## config.mk

```make
export PLATFORM = sky130hd
export DESIGN_NAME = lpc_txn_monitor
export DESIGN_NICKNAME = d
export VERILOG_FILES = /design/src/rtl/lpc_mon_pkg.sv /design/src/rtl/lpc_sat_count.sv /design/src/rtl/lpc_ct_decode.sv /design/src/rtl/lpc_sync_class.sv /design/src/rtl/lpc_txn_monitor.sv
export SDC_FILE = /design/constraint.sdc
export NUM_CORES = 1
export LEC_CHECK = 0
export ABC_CLOCK_PERIOD_IN_PS = 1900
export CAP_MARGIN = 40
export CELL_PAD_IN_SITES_DETAIL_PLACEMENT = 0
export CELL_PAD_IN_SITES_GLOBAL_PLACEMENT = 1
export CORE_ASPECT_RATIO = 0.7
export CORE_UTILIZATION = 43
export CTS_CLUSTER_SIZE = 12
export DETAILED_ROUTE_END_ITERATION = 10
export DONT_BUFFER_PORTS = 1
export GPL_TIMING_DRIVEN = 0
export PLACE_DENSITY = 0.74
export REMOVE_ABC_BUFFERS = 1
export SYNTH_ARGS = -nofsm -noshare
export SYNTH_HDL_FRONTEND = slang
export SYNTH_SLANG_ARGS = --single-unit
```

## constraint.sdc

```tcl
create_clock -name lclk -period 1.9 [get_ports lclk]
set_input_delay 0.19 -clock lclk [delete_from_list [all_inputs] [get_ports lclk]]
set_output_delay 0.19 -clock lclk [all_outputs]
set_load 0.01 [all_outputs]
```

## src/rtl/lpc_mon_pkg.sv

```systemverilog
// Package: shared codes, flag positions and phase type for the LPC monitor.
// Assumes a 4-bit address/data bus; all values here are protocol constants.
package lpc_mon_pkg;

    localparam int FLAG_W = 7;

    // Flag bit positions in the report vector
    localparam int F_JITTER  = 0;
    localparam int F_BADTYPE = 1;
    localparam int F_TAR     = 2;
    localparam int F_SYNCRSV = 3;
    localparam int F_SYNCERR = 4;
    localparam int F_ABORT   = 5;
    localparam int F_CTLSB   = 6;

    localparam logic [3:0] START_TARGET = 4'h0;
    localparam logic [3:0] TAR_IDLE     = 4'hF;
    localparam logic [3:0] SY_READY     = 4'h0;
    localparam logic [3:0] SY_SHORT     = 4'h5;
    localparam logic [3:0] SY_LONG      = 4'h6;
    localparam logic [3:0] SY_MORE      = 4'h9;
    localparam logic [3:0] SY_ERROR     = 4'hA;

    typedef enum logic [2:0] {
        PH_IDLE,
        PH_START,
        PH_ADDR,
        PH_DATA,
        PH_TAR1,
        PH_SYNC,
        PH_TAR2
    } phase_e;

endpackage

```

## src/rtl/lpc_sat_count.sv

```systemverilog
// Saturating up-counter for SYNC wait clocks.
// Assumes clr has priority over inc; holds at all-ones.
module lpc_sat_count #(
    parameter int W = 8
) (
    input  logic         clk,
    input  logic         rst_n,
    input  logic         clr,
    input  logic         inc,
    output logic [W-1:0] q
);
    localparam logic [W-1:0] TOP = {W{1'b1}};

    // Count up on inc, stop at TOP, clear on clr or reset
    always_ff @(posedge clk) begin
        if (!rst_n || clr) begin
            q <= '0;
        end else if (inc && q != TOP) begin
            q <= q + 1'b1;
        end
    end
endmodule

```

## src/rtl/lpc_ct_decode.sv

```systemverilog
// Decodes the cycle-type nibble into direction, legality and address length.
// Assumes nib[3:2] selects I/O, memory, DMA or illegal; nib[1] is write.
module lpc_ct_decode #(
    parameter int IO_NIB  = 4,
    parameter int MEM_NIB = 8,
    parameter int CNT_W   = 4
) (
    input  logic [3:0]       nib,
    output logic             is_write,
    output logic             bad,
    output logic             lsb_set,
    output logic [CNT_W-1:0] addr_nib
);
    // Pure decode of the type nibble
    always_comb begin
        is_write = nib[1];
        bad      = nib[3] & nib[2];
        lsb_set  = nib[0];
        case (nib[3:2])
            2'b00:   addr_nib = CNT_W'(IO_NIB);
            2'b01:   addr_nib = CNT_W'(MEM_NIB);
            default: addr_nib = '0;
        endcase
    end
endmodule

```

## src/rtl/lpc_sync_class.sv

```systemverilog
// Classifies a SYNC nibble as wait, error or reserved.
// Assumes ready and ready-more are the only other legal terminators.
module lpc_sync_class
    import lpc_mon_pkg::*;
(
    input  logic [3:0] nib,
    output logic       is_wait,
    output logic       is_err,
    output logic       is_rsvd
);
    // Pure decode of the SYNC nibble
    always_comb begin
        is_wait = (nib == SY_SHORT) || (nib == SY_LONG);
        is_err  = (nib == SY_ERROR);
        is_rsvd = !((nib == SY_READY) || (nib == SY_SHORT) || (nib == SY_LONG) ||
                    (nib == SY_MORE)  || (nib == SY_ERROR));
    end
endmodule

```

## src/rtl/lpc_txn_monitor.sv

```systemverilog
// Passive LPC cycle monitor: follows each cycle phase by phase and issues a
// one-clock report per completed, aborted or rejected cycle.
// Assumes frame_n and lad are synchronous to lclk; never drives the bus.
module lpc_txn_monitor
    import lpc_mon_pkg::*;
#(
    parameter int ADDR_W    = 32,
    parameter int IO_ADDR_W = 16,
    parameter int WAIT_W    = 8
) (
    input  logic              lclk,
    input  logic              rst_n,
    input  logic              frame_n,
    input  logic [3:0]        lad,
    output logic              rpt_valid,
    output logic [3:0]        rpt_start,
    output logic [2:0]        rpt_ctype,
    output logic [ADDR_W-1:0] rpt_addr,
    output logic [7:0]        rpt_data,
    output logic [3:0]        rpt_sync,
    output logic [WAIT_W-1:0] rpt_waits,
    output logic [FLAG_W-1:0] rpt_flags
);
    localparam int MEM_NIB = ADDR_W / 4;
    localparam int IO_NIB  = IO_ADDR_W / 4;
    localparam int CNT_W   = $clog2(MEM_NIB + 1);

    phase_e            phase;
    logic [CNT_W-1:0]  cnt;
    logic              wr_q;
    logic [3:0]        start_q;
    logic [2:0]        ctype_q;
    logic [ADDR_W-1:0] addr_q;
    logic [7:0]        data_q;
    logic [3:0]        sync_q;
    logic [FLAG_W-1:0] flags_q;

    logic              ct_write, ct_bad, ct_lsb;
    logic [CNT_W-1:0]  ct_nib;
    logic              sy_wait, sy_err, sy_rsvd;
    logic              tar_bad;
    logic              in_body;
    logic              wait_clr, wait_inc;
    logic [WAIT_W-1:0] wait_cnt;

    lpc_ct_decode #(
        .IO_NIB  (IO_NIB),
        .MEM_NIB (MEM_NIB),
        .CNT_W   (CNT_W)
    ) u_ct (
        .nib      (lad),
        .is_write (ct_write),
        .bad      (ct_bad),
        .lsb_set  (ct_lsb),
        .addr_nib (ct_nib)
    );

    lpc_sync_class u_sync (
        .nib     (lad),
        .is_wait (sy_wait),
        .is_err  (sy_err),
        .is_rsvd (sy_rsvd)
    );

    // Phase qualifiers feeding the wait counter and abort detection
    always_comb begin
        tar_bad  = (lad != TAR_IDLE);
        in_body  = (phase != PH_IDLE) && (phase != PH_START);
        wait_clr = (phase == PH_START) && frame_n;
        wait_inc = (phase == PH_SYNC) && frame_n && sy_wait;
    end

    lpc_sat_count #(.W(WAIT_W)) u_wait (
        .clk   (lclk),
        .rst_n (rst_n),
        .clr   (wait_clr),
        .inc   (wait_inc),
        .q     (wait_cnt)
    );

    // Phase sequencer, field capture and report generation
    always_ff @(posedge lclk) begin
        if (!rst_n) begin
            phase     <= PH_IDLE;
            cnt       <= '0;
            wr_q      <= 1'b0;
            start_q   <= '0;
            ctype_q   <= '0;
            addr_q    <= '0;
            data_q    <= '0;
            sync_q    <= '0;
            flags_q   <= '0;
            rpt_valid <= 1'b0;
            rpt_start <= '0;
            rpt_ctype <= '0;
            rpt_addr  <= '0;
            rpt_data  <= '0;
            rpt_sync  <= '0;
            rpt_waits <= '0;
            rpt_flags <= '0;
        end else begin
            rpt_valid <= 1'b0;
            if (in_body && !frame_n) begin
                // Abort: report what was gathered, restart start capture
                rpt_valid <= 1'b1;
                rpt_start <= start_q;
                rpt_ctype <= ctype_q;
                rpt_addr  <= addr_q;
                rpt_data  <= data_q;
                rpt_sync  <= sync_q;
                rpt_waits <= wait_cnt;
                rpt_flags <= flags_q | FLAG_W'(1 << F_ABORT);
                start_q   <= lad;
                flags_q   <= '0;
                cnt       <= '0;
                phase     <= PH_START;
            end else begin
                case (phase)
                    PH_IDLE: begin
                        if (!frame_n) begin
                            start_q <= lad;
                            flags_q <= '0;
                            phase   <= PH_START;
                        end
                    end
                    PH_START: begin
                        if (!frame_n) begin
                            if (lad != start_q) flags_q[F_JITTER] <= 1'b1;
                            start_q <= lad;
                        end else if (start_q != START_TARGET) begin
                            rpt_valid <= 1'b1;
                            rpt_start <= start_q;
                            rpt_ctype <= '0;
                            rpt_addr  <= '0;
                            rpt_data  <= '0;
                            rpt_sync  <= '0;
                            rpt_waits <= '0;
                            rpt_flags <= flags_q;
                            phase     <= PH_IDLE;
                        end else begin
                            ctype_q <= lad[3:1];
                            addr_q  <= '0;
                            data_q  <= '0;
                            sync_q  <= '0;
                            wr_q    <= ct_write;
                            cnt     <= '0;
                            if (ct_bad) begin
                                rpt_valid <= 1'b1;
                                rpt_start <= start_q;
                                rpt_ctype <= lad[3:1];
                                rpt_addr  <= '0;
                                rpt_data  <= '0;
                                rpt_sync  <= '0;
                                rpt_waits <= '0;
                                rpt_flags <= flags_q | FLAG_W'(1 << F_BADTYPE) |
                                             (ct_lsb ? FLAG_W'(1 << F_CTLSB) : '0);
                                phase     <= PH_IDLE;
                            end else begin
                                if (ct_lsb) flags_q[F_CTLSB] <= 1'b1;
                                if (ct_nib != '0) begin
                                    cnt   <= ct_nib - CNT_W'(1);
                                    phase <= PH_ADDR;
                                end else begin
                                    phase <= ct_write ? PH_DATA : PH_TAR1;
                                end
                            end
                        end
                    end
                    PH_ADDR: begin
                        addr_q <= {addr_q[ADDR_W-5:0], lad};
                        if (cnt == '0) begin
                            phase <= wr_q ? PH_DATA : PH_TAR1;
                        end else begin
                            cnt <= cnt - CNT_W'(1);
                        end
                    end
                    PH_DATA: begin
                        if (cnt == '0) begin
                            data_q[3:0] <= lad;
                            cnt         <= CNT_W'(1);
                        end else begin
                            data_q[7:4] <= lad;
                            cnt         <= '0;
                            phase       <= wr_q ? PH_TAR1 : PH_TAR2;
                        end
                    end
                    PH_TAR1: begin
                        if (tar_bad) flags_q[F_TAR] <= 1'b1;
                        if (cnt == '0) begin
                            cnt <= CNT_W'(1);
                        end else begin
                            cnt   <= '0;
                            phase <= PH_SYNC;
                        end
                    end
                    PH_SYNC: begin
                        if (!sy_wait) begin
                            sync_q <= lad;
                            if (sy_err)  flags_q[F_SYNCERR] <= 1'b1;
                            if (sy_rsvd) flags_q[F_SYNCRSV] <= 1'b1;
                            cnt   <= '0;
                            phase <= wr_q ? PH_TAR2 : PH_DATA;
                        end
                    end
                    PH_TAR2: begin
                        if (cnt == '0) begin
                            if (tar_bad) flags_q[F_TAR] <= 1'b1;
                            cnt <= CNT_W'(1);
                        end else begin
                            rpt_valid <= 1'b1;
                            rpt_start <= start_q;
                            rpt_ctype <= ctype_q;
                            rpt_addr  <= addr_q;
                            rpt_data  <= data_q;
                            rpt_sync  <= sync_q;
                            rpt_waits <= wait_cnt;
                            rpt_flags <= flags_q | (tar_bad ? FLAG_W'(1 << F_TAR) : '0);
                            cnt       <= '0;
                            phase     <= PH_IDLE;
                        end
                    end
                    default: phase <= PH_IDLE;
                endcase
            end
        end
    end
endmodule

```

# == Word-level counts from Yosys, hierarchy flattened ==
# Cells that the tools add are included.
# totals
regBits,139
input_bits,7
output_inout_bits,67
elab_cells,225
# classes
reduce_logical,48
n_eq_ne,41
n_mux,103
n_addsub,3
n_bitwise,6
# ops
cell,n
$mux W32,7
$pmux W32 S2,2
$mux W4,24
$mux W8,9
$mux W3,19
$mux W7,7
$pmux W8 S2,3
$ne A2 B2 Y1 const B,16
$pmux W4 S2,4
$reduce_and A4 Y1,6
$pmux W3 S7,1
$reduce_and A5 Y1,4
$mux W1,17
$pmux W4 S4,1
$ne A3 B3 Y1 const B,5
$pmux W7 S2,1
$reduce_and A7 Y1,2
$reduce_bool A2 Y1,6
$reduce_bool A4 Y1,3
$eq A3 B3 Y1 const B,3
$reduce_bool A3 Y1,3
$add A8 B1 Y8 const B,1
$eq A4 B3 Y1 const B,2
$eq A4 B4 Y1 const B,2
other kinds (31),53

# == Depth between registers and ports, before layout ==
# Gate-level depths: netlist (run 1).
# depth
word_depth,9
ltp_mapped,8
depth_no_buf,6

# == Hierarchy ==
# Synthesis (run 1) repeated with hierarchy kept, for this count alone.
# unflattened
hier_cells,762
hier_area_um2,6471.2
# by_module_without_submodules
module,instances,area_each_um2,cells_per_inst
lpc_txn_monitor,1,5953.2,701
lpc_sat_count,1,421.7,46
lpc_ct_decode,1,50.0,8
lpc_sync_class,1,46.3,7

# == Worst setup path before layout (run 1) ==
# No wires, ideal clock.
# synth_path
kind,reg2reg
from,register cnt[0]
to,register cnt[0]
setup_ns,0.072
required_time_ns,1.828
arrival_ns,1.787
setup_slack_ns,0.041
path_stages_with_launch,8
period_less_slack_ns,1.859
cell_sequence,dfxtp_1 -> inv_1 -> ha_1 -> or4b_1 -> a32oi_1 -> and3_1 -> clkbuf_1 -> mux2i_1
# synth_between
elab_chain_len,3
word_cells_on_any_way,7
# synth_lines
item,line_no,text
from (decl),lpc_txn_monitor.sv:29,logic [CNT_W-1:0] cnt;
from (signal assigned),lpc_txn_monitor.sv:161,cnt <= ct_nib - CNT_W'(1);
from (signal assigned),lpc_txn_monitor.sv:174,cnt <= cnt - CNT_W'(1);
$sub A4 B1 Y4 or $logic_not A4 Y1 (tied branches),--,
$mux W4 (tied with other cells),lpc_txn_monitor.sv:171,if (cnt == '0) begin
$pmux W4 S4 or $reduce_and A5 Y1 (tied branches),--,
# Several ways; a longest one is shown, not always the timed one. The select of a mux whose other input is x is not followed.
# A chain may end at the register's enable or synchronous reset.

# == Final worst setup path (run 1) ==
# layout_path
from,register phase[2]
to,register u_wait.q[7]
# layout_between
elab_chain_len,4
word_cells_on_any_way,7
# layout_lines
item,line_no,text
from (decl),lpc_txn_monitor.sv:28,phase_e phase;
from (signal assigned),lpc_txn_monitor.sv:164,phase <= ct_write ? PH_DATA : PH_TAR1;
from (signal assigned),lpc_txn_monitor.sv:172,phase <= wr_q ? PH_DATA : PH_TAR1;
from (signal assigned),lpc_txn_monitor.sv:184,phase <= wr_q ? PH_TAR1 : PH_TAR2;
$eq A3 B3 Y1,lpc_txn_monitor.sv:70,wait_inc = (phase == PH_SYNC) && frame_n && sy_wait;
$logic_and A1 B1 Y1 (2 in a row),lpc_txn_monitor.sv:70,
$logic_and A1 B1 Y1,lpc_sat_count.sv:18,end else if (inc && q != TOP) begin
to (signal assigned),lpc_sat_count.sv:19,q <= q + 1'b1;
to (decl),lpc_sat_count.sv:10,output logic [W-1:0] q
# Several ways; a longest one is shown, not always the timed one.

==> results of run 1 <==
## Yosys cell counts (all sizes together) (11+ instances only)
library cell,n
nor2,19
dfxtp,138
nand3,73
nand2,25
buf,28
o21ai,58
o211ai,54
nand4,38
a21oi,111
mux2i,19
nor3,11
clkbuf,56
## layout make-up
| type | instances | area, µm² | area share |
|---|---|---|---|
| well taps | 190 | 237.7 | 0.02953 |
| flip-flops and latches | 138 | 2779 | 0.3452 |
| repair buffers | 75 | 1015 | 0.1260 |
| clock buffers | 21 | 480.5 | 0.05968 |
| clock inverters | 10 | 137.6 | 0.01710 |
| multi-input cells | 516 | 3362 | 0.4176 |
| inverters | 9 | 38.79 | 0.004818 |
## final timing paths
path,start,cells past startpoint,slack [ns],end
min reg2reg,flags_q[3],2,0.47,flags_q[3]
min,lad[0],2,0.01,rpt_flags[6]
max,phase[2],6,-0.03,u_wait.q[7]
max reg2reg,phase[2],6,-0.03,u_wait.q[7]
## state kept, by name, summed over array words and instances, names as in the netlist
register   count
addr_q        32
rpt_start      4
phase          3
sync_q         4
cnt            4
rpt_valid      1
rpt_data       8
start_q        4
rpt_ctype      3
flags_q        5
rpt_sync       4
ctype_q        3
data_q         8
rpt_flags      7
rpt_addr      32
u_wait.q       8
rpt_waits      8
## cells by family (layout without fill, tap and decap cells)
logic type | count (synthesis) | count (layout)
and+or+nand+nor | 215 | 216
AOI/OAI and AO/OA | 268 | 269
xor gates and xnor gates | 9 | 9
buffers and inverters | 93 | 115
muxes | 19 | 19
adders and majority gates | 3 | 3
DFF | 138 | 138
## worst max-delay path, stage by stage (launching register included)
cell and delay [ns]:
dfxtp_4 0.40, buf_12 0.18, nand2_2 0.11, or4_4 0.52, buf_6 0.17, or3_4 0.33, a21oi_2 0.13
## per-stage QoR
step                instances  power, mW    util  setup TNS, ns
floorplan                 661      4.637       -        -259.72
global placement          851      5.192  0.4372        -533.01
detailed placement        871      5.676  0.4655         -59.43
CTS                       931      9.640  0.5378        -0.2052
global route              959      10.55  0.5728         -2.922
finish                    959      10.22  0.5728       -0.07806
## what timing repair did
| item | CTS | global route |
|---|---|---|
| cloned | 3 | 8 |
| endpoints found under the hold margin | 22 | 0 |
| buffers inserted | 19 | 21 |
| hold buffers | 7 | 0 |
| pin swaps | 12 | 22 |
| gates resized for setup | 24 | 35 |
| setup endpoints to repair | 125 | 93 |
## metal layers
layer | track usage | part of all wire | vias to the layer above
met2 | 0.3945 | 0.45 | 254
met5 | 0 | 0 | -
met4 | 0.1018 | 0.017 | 0
li1 | - | - | 2829
met3 | 0.05929 | 0.072 | 38
met1 | 0.3411 | 0.46 | 3049
## layout by cell type (no fill, tap or decap), drive strengths merged, types with 7 or more instances in the layout
master,count
a21oi,111
buf,60
clkbuf,29
dfxtp,138
dlygate4sd3,7
inv,10
mux2i,19
nand2,26
nand2b,8
nand3,73
nand4,38
nor2,19
nor3,11
o211ai,54
o21ai,58
o31ai,7
or4,7
xnor2,8
## power breakdown
| part | switching (mW) | total [mW] | leakage (nW) | internal (mW) |
|---|---|---|---|---|
| combinational | 1.96 | 3.46 | 1.27 | 1.50 |
| clock | 1.29 | 3.49 | 0.302 | 2.20 |
| sequential | 0.220 | 3.27 | 1.12 | 3.05 |
==> results_tabular.tex, run 1 <==
\begin{tabular}{lr}
\hline
Metric & Value \\
\hline
\multicolumn{2}{l}{\textbf{Status}} \\
\quad Result of the run & finished, violations left \\
\quad Violations in the final reports & negative setup slack \\
\multicolumn{2}{l}{\textbf{Placement}} \\
\quad Post-place setup slack & -0.8036 ns \\
\quad DP Area & between 6000 and 7000 µm² \\
\quad Post-detail-place hpwl & 10.81 mm \\
\quad Last weighted congestion value of the routability-driven placer & approximately 0.85 \\
\quad Port Buffers & 0 \\
\multicolumn{2}{l}{\textbf{Synthesis}} \\
\quad Cell types with the largest area share after synthesis & dfxtp\_1 (44\%), a21oi\_1 (8.9\%), o211ai\_1 (6.5\%), nand3\_1 (5.8\%), nand4\_1 (3.8\%) \\
\quad Share of cell area taken by muxes after synthesis & 0.03036 \\
\quad Sequential-to-total area share from yosys stat & 0.4411 \\
\quad Primary flip-flop cell chosen by synthesis mapping & dfxtp\_1 \\
\quad Adder and majority gate portion of the synthesized area & 0.005993 \\
\quad Post-synthesis cell type with the largest combined area & dfxtp\_1 \\
\quad Share of flip-flops with an asynchronous set or reset & 0 \\
\quad Number of distinct library cell variants in the gate-level netlist after synthesis & 67 \\
\quad Share of the synthesized area in compound gates (AO/OA/AOI/OAI) & 0.2581 \\
\quad Main combinational cell family by area after synthesis & compound AO/OA/AOI/OAI gates \\
\quad Number of enable flip-flop cells after synthesis & 0 \\
\quad Area fraction of the dominant cell type after synthesis & 0.4411 \\
\quad Xor/xnor cell area share of the yosys netlist & 0.01258 \\
\quad Cell Area, Synth & around 6300 µm² \\
\quad Number of warnings issued by yosys & 0 \\
\quad Fraction of the mapped netlist area in simple logic gates & 0.1896 \\
\quad Average instance area after synthesis & roughly 8.4 µm² \\
\quad Synthesized instance count & about 750 \\
\quad Number of register bits inferred by synthesis & 138 \\
\multicolumn{2}{l}{\textbf{GRT}} \\
\quad Overall routing resource usage & 0.2534 \\
\quad Number of global-route vias before repair & between 5000 and 6000 \\
\quad Sum of overflow across all layers after global routing & 0 \\
\quad Maximum number of pins on one net before global-route repair & approximately 120 \\
\quad Global-route wire length before repair & between 20 and 30 mm \\
\quad Number of antenna violations at the first check in global routing & 0 \\
\multicolumn{2}{l}{\textbf{Clock tree}} \\
\quad Clock Pin Slew Worst Setup and Hold Paths & about 0.06 ns \\
\quad TritonCTS buffer count & 17 \\
\quad TritonCTS sink count & $\sim$140 \\
\quad Number of levels the H-tree was split into & 4 \\
\quad Deepest clock path buffer count & 2 \\
\quad Clock tree from TritonCTS & yes \\
\quad Worst-Skew Late Latency & between 0.4 and 0.5 ns \\
\quad Clk Tree Root Cell & clkbuf\_16 \\
\multicolumn{2}{l}{\textbf{Timing}} \\
\quad Worst slew margin relative to its limit & 0.4261 \\
\quad Setup clock skew after layout & between 0.009 and 0.01 ns \\
\quad Portion of the clock cycle consumed by the worst path in the final layout & 1.017 \\
\quad Maximum clock frequency & 0.5177 GHz \\
\quad Time the worst path needs with I/O delays and setup & between 1.5 and 2 ns \\
\quad Minimum setup slack in the final design & -0.03170 ns \\
\quad Max-slew violation count & 0 \\
\quad RSZ-0062 raised after global routing & yes \\
\quad Fin. Hold Viols & 0 \\
\quad Worst Tran Pin Value & 0.8608 ns \\
\quad Endpoints failing setup & 3 \\
\quad Worst hold slack after final layout & between 0.01 and 0.015 ns \\
\multicolumn{2}{l}{\textbf{Detailed routing}} \\
\quad First-pass DRT Iterations & 7 \\
\quad Post-Route WL & 20.43 mm \\
\quad Wire length per cell after detailed routing & 21.30 µm \\
\quad Detailed Route Iter0 Violations & around 580 \\
\quad Post-detailed-route DRC marker count & 0 \\
\quad Via-per-instance ratio & 6.434 \\
\quad Number of vias in the routed layout & about 6200 \\
\quad Antenna-violating nets left & 0 \\
\multicolumn{2}{l}{\textbf{Worst setup path}} \\
\quad Critical path start-end classification & flop to flop \\
\quad Data required time at the worst endpoint & between 2 and 2.5 ns \\
\quad Element type at the critical path start & flop \\
\quad Arrival time at the worst endpoint & around 2.3 ns \\
\quad Worst-path maximum fanout & 24 \\
\quad Crit path capture type & flop \\
\multicolumn{2}{l}{\textbf{Floorplan}} \\
\quad Number of rows created at floorplan & 36 \\
\quad Core Area & between 10000 and 15000 µm² \\
\quad Initial standard-cell utilization of the core & 0.4457 \\
\quad Vertical die dimension & $\sim$100 µm \\
\quad Die Area & $\sim$15000 µm² \\
\quad Num ports & 74 \\
\quad Chip Width & 146.3 µm \\
\multicolumn{2}{l}{\textbf{Power and ir drop}} \\
\quad Largest voltage drop on the vdd net & approximately 0.68 mV \\
\quad Leakage power total & around 2.7 nW \\
\quad PD cells & 1269 nW/µm² \\
\multicolumn{2}{l}{\textbf{Finish}} \\
\quad Final net count & around 770 \\
\quad Area Growth Syn to Fin & 28.53\% \\
\quad Antenna diode count & 0 \\
\quad Final-layout fill cell count & between 1000 and 1500 \\
\quad Post-route cell area & roughly 8000 µm² \\
\quad Fraction of final layout cells sized beyond drive strength 1 & 0.1977 \\
\multicolumn{2}{l}{\textbf{Flow run}} \\
\quad Number of max-capacitance violations reported & 0 \\
\multicolumn{2}{l}{\textbf{Min path}} \\
\quad Worst hold-check path type & primary input to flop \\
\hline
\end{tabular}
Note: power is estimated with default switching activity, not from simulation.
==> run 2, diff against run 1 <==
- CTS_BUF_LIST: not set -> sky130_fd_sc_hd__clkbuf_16
==> run 2 against run 1 <==
The run still ends with negative setup slack left. Global-route usage grew 0.085 points. Design area shrank 0.19%. Flip-flop and latch count is the same. First-iteration DRC count grew 11%. Sequential share of layout area grew 0.064 points. Cell count grew 0.10%. Critical path type unchanged. Fmax grew 0.61%. Via count grew 0.88%.
==> results_tabular.tex, run 2 (synthesis gave the netlist of run 1 again) <==
\begin{tabular}{lr}
\hline
Metric & Value \\
\hline
\multicolumn{2}{l}{\textbf{Clock tree}} \\
\quad Clock tree from TritonCTS & yes \\
\quad Deepest clock path buffer count & 2 \\
\quad Number of levels the H-tree was split into & 4 \\
\quad Worst-Skew Late Latency & 0.42 ns \\
\quad TritonCTS sink count & between 100 and 150 \\
\quad Clk Tree Root Cell & clkbuf\_16 \\
\quad Clock Pin Slew Worst Setup and Hold Paths & about 0.06 ns \\
\quad TritonCTS buffer count & 17 \\
\multicolumn{2}{l}{\textbf{Worst setup path}} \\
\quad Crit. Startpoint & phase[1] \\
\quad Slowest stage delay, CP & between 0.6 and 0.7 ns \\
\quad Number of buffers and inverters on the critical path & 2 \\
\quad Critical path start-end classification & flop to flop \\
\quad RR Startpoint & phase[1] \\
\quad Element type at the critical path start & flop \\
\quad Gate family responsible for the most delay along the worst path & simple AND/OR/NAND/NOR gates \\
\quad Arrival time at the worst endpoint & between 2 and 2.5 ns \\
\quad Crit path max-delay cell type & or4\_4 \\
\quad Crit path capture type & flop \\
\quad Sequence of cells on the critical path & buf\_12 -> nand2b\_4 -> or4\_4 -> buf\_6 -> or3\_4 -> a21oi\_2 \\
\quad Worst-path maximum fanout & 8 \\
\quad Data required time at the worst endpoint & 2.24 ns \\
\multicolumn{2}{l}{\textbf{GRT}} \\
\quad Number of global-route vias before repair & 5657 \\
\quad Global-route wire length before repair & between 30 and 40 mm \\
\quad Maximum number of pins on one net before global-route repair & about 120 \\
\quad Sum of overflow across all layers after global routing & 0 \\
\quad Number of antenna violations at the first check in global routing & 0 \\
\quad Overall routing resource usage & 0.2543 \\
\multicolumn{2}{l}{\textbf{Finish}} \\
\quad Final-layout fill cell count & about 1200 \\
\quad Most frequent standard cell in the layout excluding fill and tap cells & dfxtp\_1 \\
\quad Area Growth Syn to Fin & 28.29\% \\
\quad Fraction of final layout cells sized beyond drive strength 1 & 0.1935 \\
\quad Final net count & between 700 and 800 \\
\quad Final std cells w/o fill & 960 \\
\quad Highest-count cells in the layout ignoring fill and taps & dfxtp\_1 (131), a21oi\_1 (107), nand3\_1 (73) \\
\quad Largest registers ranked by flip-flop count & addr\_q (32), rpt\_addr (32) \\
\quad Antenna diode count & 0 \\
\multicolumn{2}{l}{\textbf{Floorplan}} \\
\quad Num ports & 74 \\
\quad Core Area & between 10000 and 15000 µm² \\
\quad Vertical die dimension & about 100 µm \\
\quad Chip Width & between 100 and 150 µm \\
\quad Number of rows created at floorplan & 36 \\
\quad Initial standard-cell utilization of the core & 0.4457 \\
\quad Die Area & between 15000 and 20000 µm² \\
\multicolumn{2}{l}{\textbf{Status}} \\
\quad Result of the run & finished, violations left \\
\quad Violations in the final reports & negative setup slack \\
\multicolumn{2}{l}{\textbf{Timing}} \\
\quad Worst hold slack after final layout & 0.01455 ns \\
\quad Minimum setup slack in the final design & -0.01996 ns \\
\quad RSZ-0062 raised after global routing & yes \\
\quad Worst slew margin relative to its limit & 0.4313 \\
\quad Worst Tran Pin Value & $\sim$0.85 ns \\
\quad Endpoints failing setup & 3 \\
\quad Fin. Hold Viols & 0 \\
\quad Time the worst path needs with I/O delays and setup & $\sim$1.9 ns \\
\quad Portion of the clock cycle consumed by the worst path in the final layout & 1.011 \\
\quad Max-slew violation count & 0 \\
\quad Maximum clock frequency & 0.5208 GHz \\
\quad Setup clock skew after layout & 0.008921 ns \\
\multicolumn{2}{l}{\textbf{Power and ir drop}} \\
\quad Leakage power total & around 2.7 nW \\
\quad Largest voltage drop on the vdd net & approximately 0.66 mV \\
\quad PD cells & 1263 nW/µm² \\
\multicolumn{2}{l}{\textbf{Placement}} \\
\quad Last weighted congestion value of the routability-driven placer & approximately 0.85 \\
\quad Cell count after placement & 871 \\
\quad Post-place setup slack & -0.8036 ns \\
\quad Port Buffers & 0 \\
\quad Post-detail-place hpwl & around 11 mm \\
\multicolumn{2}{l}{\textbf{Detailed routing}} \\
\quad Number of vias in the routed layout & 6224 \\
\quad First-pass DRT Iterations & 5 \\
\quad Post-detailed-route DRC marker count & 0 \\
\quad Detailed Route Iter0 Violations & 637 \\
\quad Antenna-violating nets left & 0 \\
\quad Wire length per cell after detailed routing & roughly 22 µm \\
\quad Post-Route WL & a little over 20 mm \\
\quad Via-per-instance ratio & approximately 6.5 \\
\multicolumn{2}{l}{\textbf{Min path}} \\
\quad Hold Crit Start & lad[0] \\
\quad Worst hold-check path type & primary input to flop \\
\multicolumn{2}{l}{\textbf{Flow run}} \\
\quad Number of max-capacitance violations reported & 0 \\
\hline
\end{tabular}
## run 2: worst paths after layout
path / end / slack [ns] / cells past startpoint
worst max-delay path: u_wait.q[7] / -0.02 / 6
worst min-delay path: rpt_flags[6] / 0.01 / 2
worst max register to register: u_wait.q[7] / -0.02 / 6
worst min register to register: sync_q[2] / 0.47 / 2
## run 2: where the power goes
part	switching [mW]	total, mW	internal, mW	leakage (nW)
Clock	1.28	3.32	2.04	0.279
Combinational	2.03	3.60	1.57	1.28
Sequential	0.181	3.23	3.05	1.12
Total	3.50	10.2	6.66	2.68
## run 2: repair_timing
action | CTS | global route
cloned | 3 | 9
endpoints found under the hold margin | 22 | 0
resized for setup | 25 | 31
pin swaps | 12 | 49
setup buffers | 21 | 19
hold buffers | 7 | 0
endpoints found under the setup margin | 125 | 96
## run 2: worst reg2reg max path, stage by stage (launching register included)
cell and delay (ns):
dfxtp_4 0.35, buf_12 0.13, nand2b_4 0.13, or4_4 0.61, buf_6 0.17, or3_4 0.33, a21oi_2 0.13
## run 2: cell type report
class | instances | area (µm²) | share of cell area
clock buffer | 17 | 425.4 | 0.05294
clock inverter | 14 | 152.6 | 0.01900
multi-input combinational | 516 | 3353 | 0.4173
tap | 190 | 237.7 | 0.02959
inverter | 9 | 38.79 | 0.004827
sequential | 138 | 2779 | 0.3458
timing repair buffer | 76 | 1049 | 0.1305
## run 2: routing by layer
| layer | up-vias | track usage | part of all wire |
|---|---|---|---|
| met1 | 3056 | 0.3426 | 0.45 |
| met2 | 292 | 0.3967 | 0.44 |
| met5 | - | 0 | 0 |
| met4 | 0 | 0.1002 | 0.025 |
| met3 | 48 | 0.05885 | 0.079 |
| li1 | 2828 | - | - |
## run 2: through the flow
step                      utilization  setup TNS, ns  total power, mW  cell area, µm²
after floorplan                     -        -259.72            4.637            5907
after global placement         0.4372        -533.01            5.192            6145
after detailed placement       0.4655         -59.43            5.676            6541
after CTS                      0.5373        -0.2051            9.501            7551
after global routing           0.5718        -0.8777            10.49            8035
final                          0.5718       -0.04565            10.15            8035
==> run 3, diff against run 2 <==
- MAX_ROUTING_LAYER: not set -> met4
==> run 3 against run 2 <==
The run still ends with negative setup slack left. Cell count grew 0.21%. Clock skew grew 0.0029 ns. Sequential power is essentially flat. Power shrank 4.1%. Setup slack gained 0.010 ns. Largest cell class unchanged. Highest routed layer unchanged.
==> results_tabular.tex, run 3 (synthesis gave the netlist of run 1 again) <==
\begin{tabular}{lr}
\hline
Metric & Value \\
\hline
\multicolumn{2}{l}{\textbf{Status}} \\
\quad Result of the run & finished, violations left \\
\quad Violations in the final reports & negative setup slack \\
\multicolumn{2}{l}{\textbf{GRT}} \\
\quad Number of global-route vias before repair & 5534 \\
\quad Overall routing resource usage & 0.2627 \\
\quad Number of antenna violations at the first check in global routing & 0 \\
\quad Global-route wire length before repair & about 30 mm \\
\quad Maximum number of pins on one net before global-route repair & roughly 120 \\
\quad Sum of overflow across all layers after global routing & 0 \\
\multicolumn{2}{l}{\textbf{Min path}} \\
\quad Worst hold path stage count & 2 \\
\quad Hold Path End & rpt\_flags[6] \\
\quad Worst hold-check path type & primary input to flop \\
\quad Hold Crit Start & lad[0] \\
\multicolumn{2}{l}{\textbf{Worst setup path}} \\
\quad Element type at the critical path start & flop \\
\quad Number of buffers and inverters on the critical path & 4 \\
\quad Gate family responsible for the most delay along the worst path & buffers and inverters \\
\quad Worst-case reg-to-reg path depth & 8 \\
\quad Endpoint of the worst register-to-register path & rpt\_data[0] \\
\quad Critical path start-end classification & flop to flop \\
\quad Arrival time at the worst endpoint & 2.23 ns \\
\quad R2R Setup Slk & -0.01 ns \\
\quad Sequence of cells on the critical path & buf\_12 -> nand3b\_1 -> buf\_4 -> a211oi\_4 -> buf\_6 -> clkbuf\_16 -> o211ai\_1 -> a21oi\_1 \\
\quad RR Startpoint & phase[2] \\
\quad Worst-path maximum fanout & 7 \\
\quad Slowest stage delay, CP & about 0.38 ns \\
\quad Crit. Startpoint & phase[2] \\
\quad Data required time at the worst endpoint & roughly 2.2 ns \\
\quad Crit path max-delay cell type & dfxtp\_4 \\
\quad Crit path capture type & flop \\
\multicolumn{2}{l}{\textbf{Floorplan}} \\
\quad Initial standard-cell utilization of the core & 0.4457 \\
\quad Vertical die dimension & $\sim$100 µm \\
\quad Number of rows created at floorplan & 36 \\
\quad Chip Width & about 150 µm \\
\quad Core Area & between 10000 and 15000 µm² \\
\quad Die Area & $\sim$15000 µm² \\
\quad Num ports & 74 \\
\multicolumn{2}{l}{\textbf{Power and ir drop}} \\
\quad Cell-internal power & approximately 6.3 mW \\
\quad PD cells & 1239 nW/µm² \\
\quad Sw Ratio & 0.3555 \\
\quad Sequential cell fraction of total power & 0.334 \\
\quad Logic pwr share & 0.351 \\
\quad P\_sw & roughly 3.5 mW \\
\quad Leakage power total & roughly 2.6 nW \\
\quad Power share of the clock group & 0.315 \\
\quad Largest voltage drop on the vdd net & 0.6520 mV \\
\multicolumn{2}{l}{\textbf{Detailed routing}} \\
\quad Wire length per cell after detailed routing & 20.76 µm \\
\quad Antenna-violating nets left & 0 \\
\quad Detailed Route Iter0 Violations & 600 \\
\quad Number of vias in the routed layout & a little over 6000 \\
\quad Post-detailed-route DRC marker count & 0 \\
\quad Via-per-instance ratio & $\sim$6.3 \\
\quad First-pass DRT Iterations & 5 \\
\quad Post-Route WL & approximately 20 mm \\
\multicolumn{2}{l}{\textbf{Timing}} \\
\quad Minimum setup slack in the final design & -0.009645 ns \\
\quad Max-slew violation count & 0 \\
\quad Sum of negative setup slack & -0.009645 ns \\
\quad Worst slew margin relative to its limit & 0.4286 \\
\quad Fin. Hold Viols & 0 \\
\quad Maximum clock frequency & about 0.52 GHz \\
\quad Setup clock skew after layout & between 0.01 and 0.015 ns \\
\quad Endpoints failing setup & 1 \\
\quad Worst Tran Pin Value & approximately 0.86 ns \\
\quad RSZ-0062 raised after global routing & yes \\
\quad Time the worst path needs with I/O delays and setup & roughly 1.9 ns \\
\quad Portion of the clock cycle consumed by the worst path in the final layout & 1.005 \\
\multicolumn{2}{l}{\textbf{Placement}} \\
\quad Port Buffers & 0 \\
\quad Last weighted congestion value of the routability-driven placer & between 0.8 and 0.9 \\
\quad Post-place setup slack & -0.9433 ns \\
\quad Cell count after placement & 871 \\
\quad Post-detail-place hpwl & approximately 11 mm \\
\quad DP Area & 6559 µm² \\
\multicolumn{2}{l}{\textbf{Finish}} \\
\quad Final net count & 769 \\
\quad Fraction of final layout cells sized beyond drive strength 1 & 0.1813 \\
\quad Area Growth Syn to Fin & 25.47\% \\
\quad Largest registers ranked by flip-flop count & addr\_q (32), rpt\_addr (32) \\
\quad Most frequent standard cell in the layout excluding fill and tap cells & dfxtp\_1 \\
\quad Highest-count cells in the layout ignoring fill and taps & dfxtp\_1 (131), a21oi\_1 (109), nand3\_1 (73) \\
\quad Core Util, Final & 0.5592 \\
\quad Final std cells w/o fill & between 900 and 1000 \\
\quad Post-route cell area & $\sim$8000 µm² \\
\quad Antenna diode count & 0 \\
\multicolumn{2}{l}{\textbf{Clock tree}} \\
\quad Deepest clock path buffer count & 2 \\
\quad Number of levels the H-tree was split into & 4 \\
\quad TritonCTS buffer count & 17 \\
\quad Worst-Skew Late Latency & approximately 0.42 ns \\
\quad Clock Pin Slew Worst Setup and Hold Paths & about 0.060 ns \\
\quad Clk Tree Root Cell & clkbuf\_16 \\
\quad Clock tree from TritonCTS & yes \\
\quad TritonCTS sink count & 138 \\
\multicolumn{2}{l}{\textbf{Flow run}} \\
\quad Number of max-capacitance violations reported & 0 \\
\hline
\end{tabular}
[run 3: worst max path at each step]
stage,end,slack (ns),depth (start not counted)
2_1_floorplan,rpt_addr[0],-3.28,4
3_3_place_gp,rpt_data[4],-6.53,4
3_5_place_dp,rpt_waits[1],-0.94,6
4_1_cts,addr_q[15],0.000008,6
5_1_grt,rpt_data[4],-0.07,8
6_report,rpt_data[0],-0.01,8
[run 3: stage by stage]
step           power [mW]  hold WS, ns
6_report            9.735      0.04715
2_1_floorplan       4.637       0.3190
3_5_place_dp        5.693       0.3363
3_3_place_gp        5.203       0.3283
4_1_cts             9.149      0.02490
5_1_grt             10.11      0.06591
[run 3: area by class of cell]
class	instances	area (µm²)
Clock buffer	17	425.4
Clock inverter	15	107.6
Fill cell	1261	6195
Inverter	9	38.79
Multi-Input combinational cell	515	3298
Sequential cell	138	2779
Tap cell	190	237.7
Timing Repair Buffer	78	972.2
[run 3: layer usage]
| layer | vias to the layer above | routed length [µm] | GRT usage |
|---|---|---|---|
| met1 | 2981 | 9097 | 0.3466 |
| met4 | 0 | 292 | 0.08814 |
| met3 | 26 | 1558 | 0.06637 |
| met5 | - | 0 | - |
| li1 | 2845 | - | - |
| met2 | 239 | 9026 | 0.3919 |
[run 3: timing repair]
| action | 4_1_cts | 5_1_grt |
|---|---|---|
| hold endpoints to repair | 22 | 0 |
| hold buffers | 6 | 0 |
| cloned | 3 | 6 |
| endpoints found under the setup margin | 125 | 103 |
| pin swaps | 7 | 46 |
| gates resized for setup | 22 | 28 |
| setup buffers | 16 | 29 |
[run 3: power by group through the flow]
stage / clock (mW) / sequential, mW / combinational (mW)
4_1_cts: 3.09 / 3.24 / 2.82
6_report: 3.06 / 3.26 / 3.42
3_3_place_gp: 0 / 3.36 / 1.84
3_5_place_dp: 0 / 3.32 / 2.38
2_1_floorplan: 0 / 3.29 / 1.35
5_1_grt: 3.22 / 3.27 / 3.62
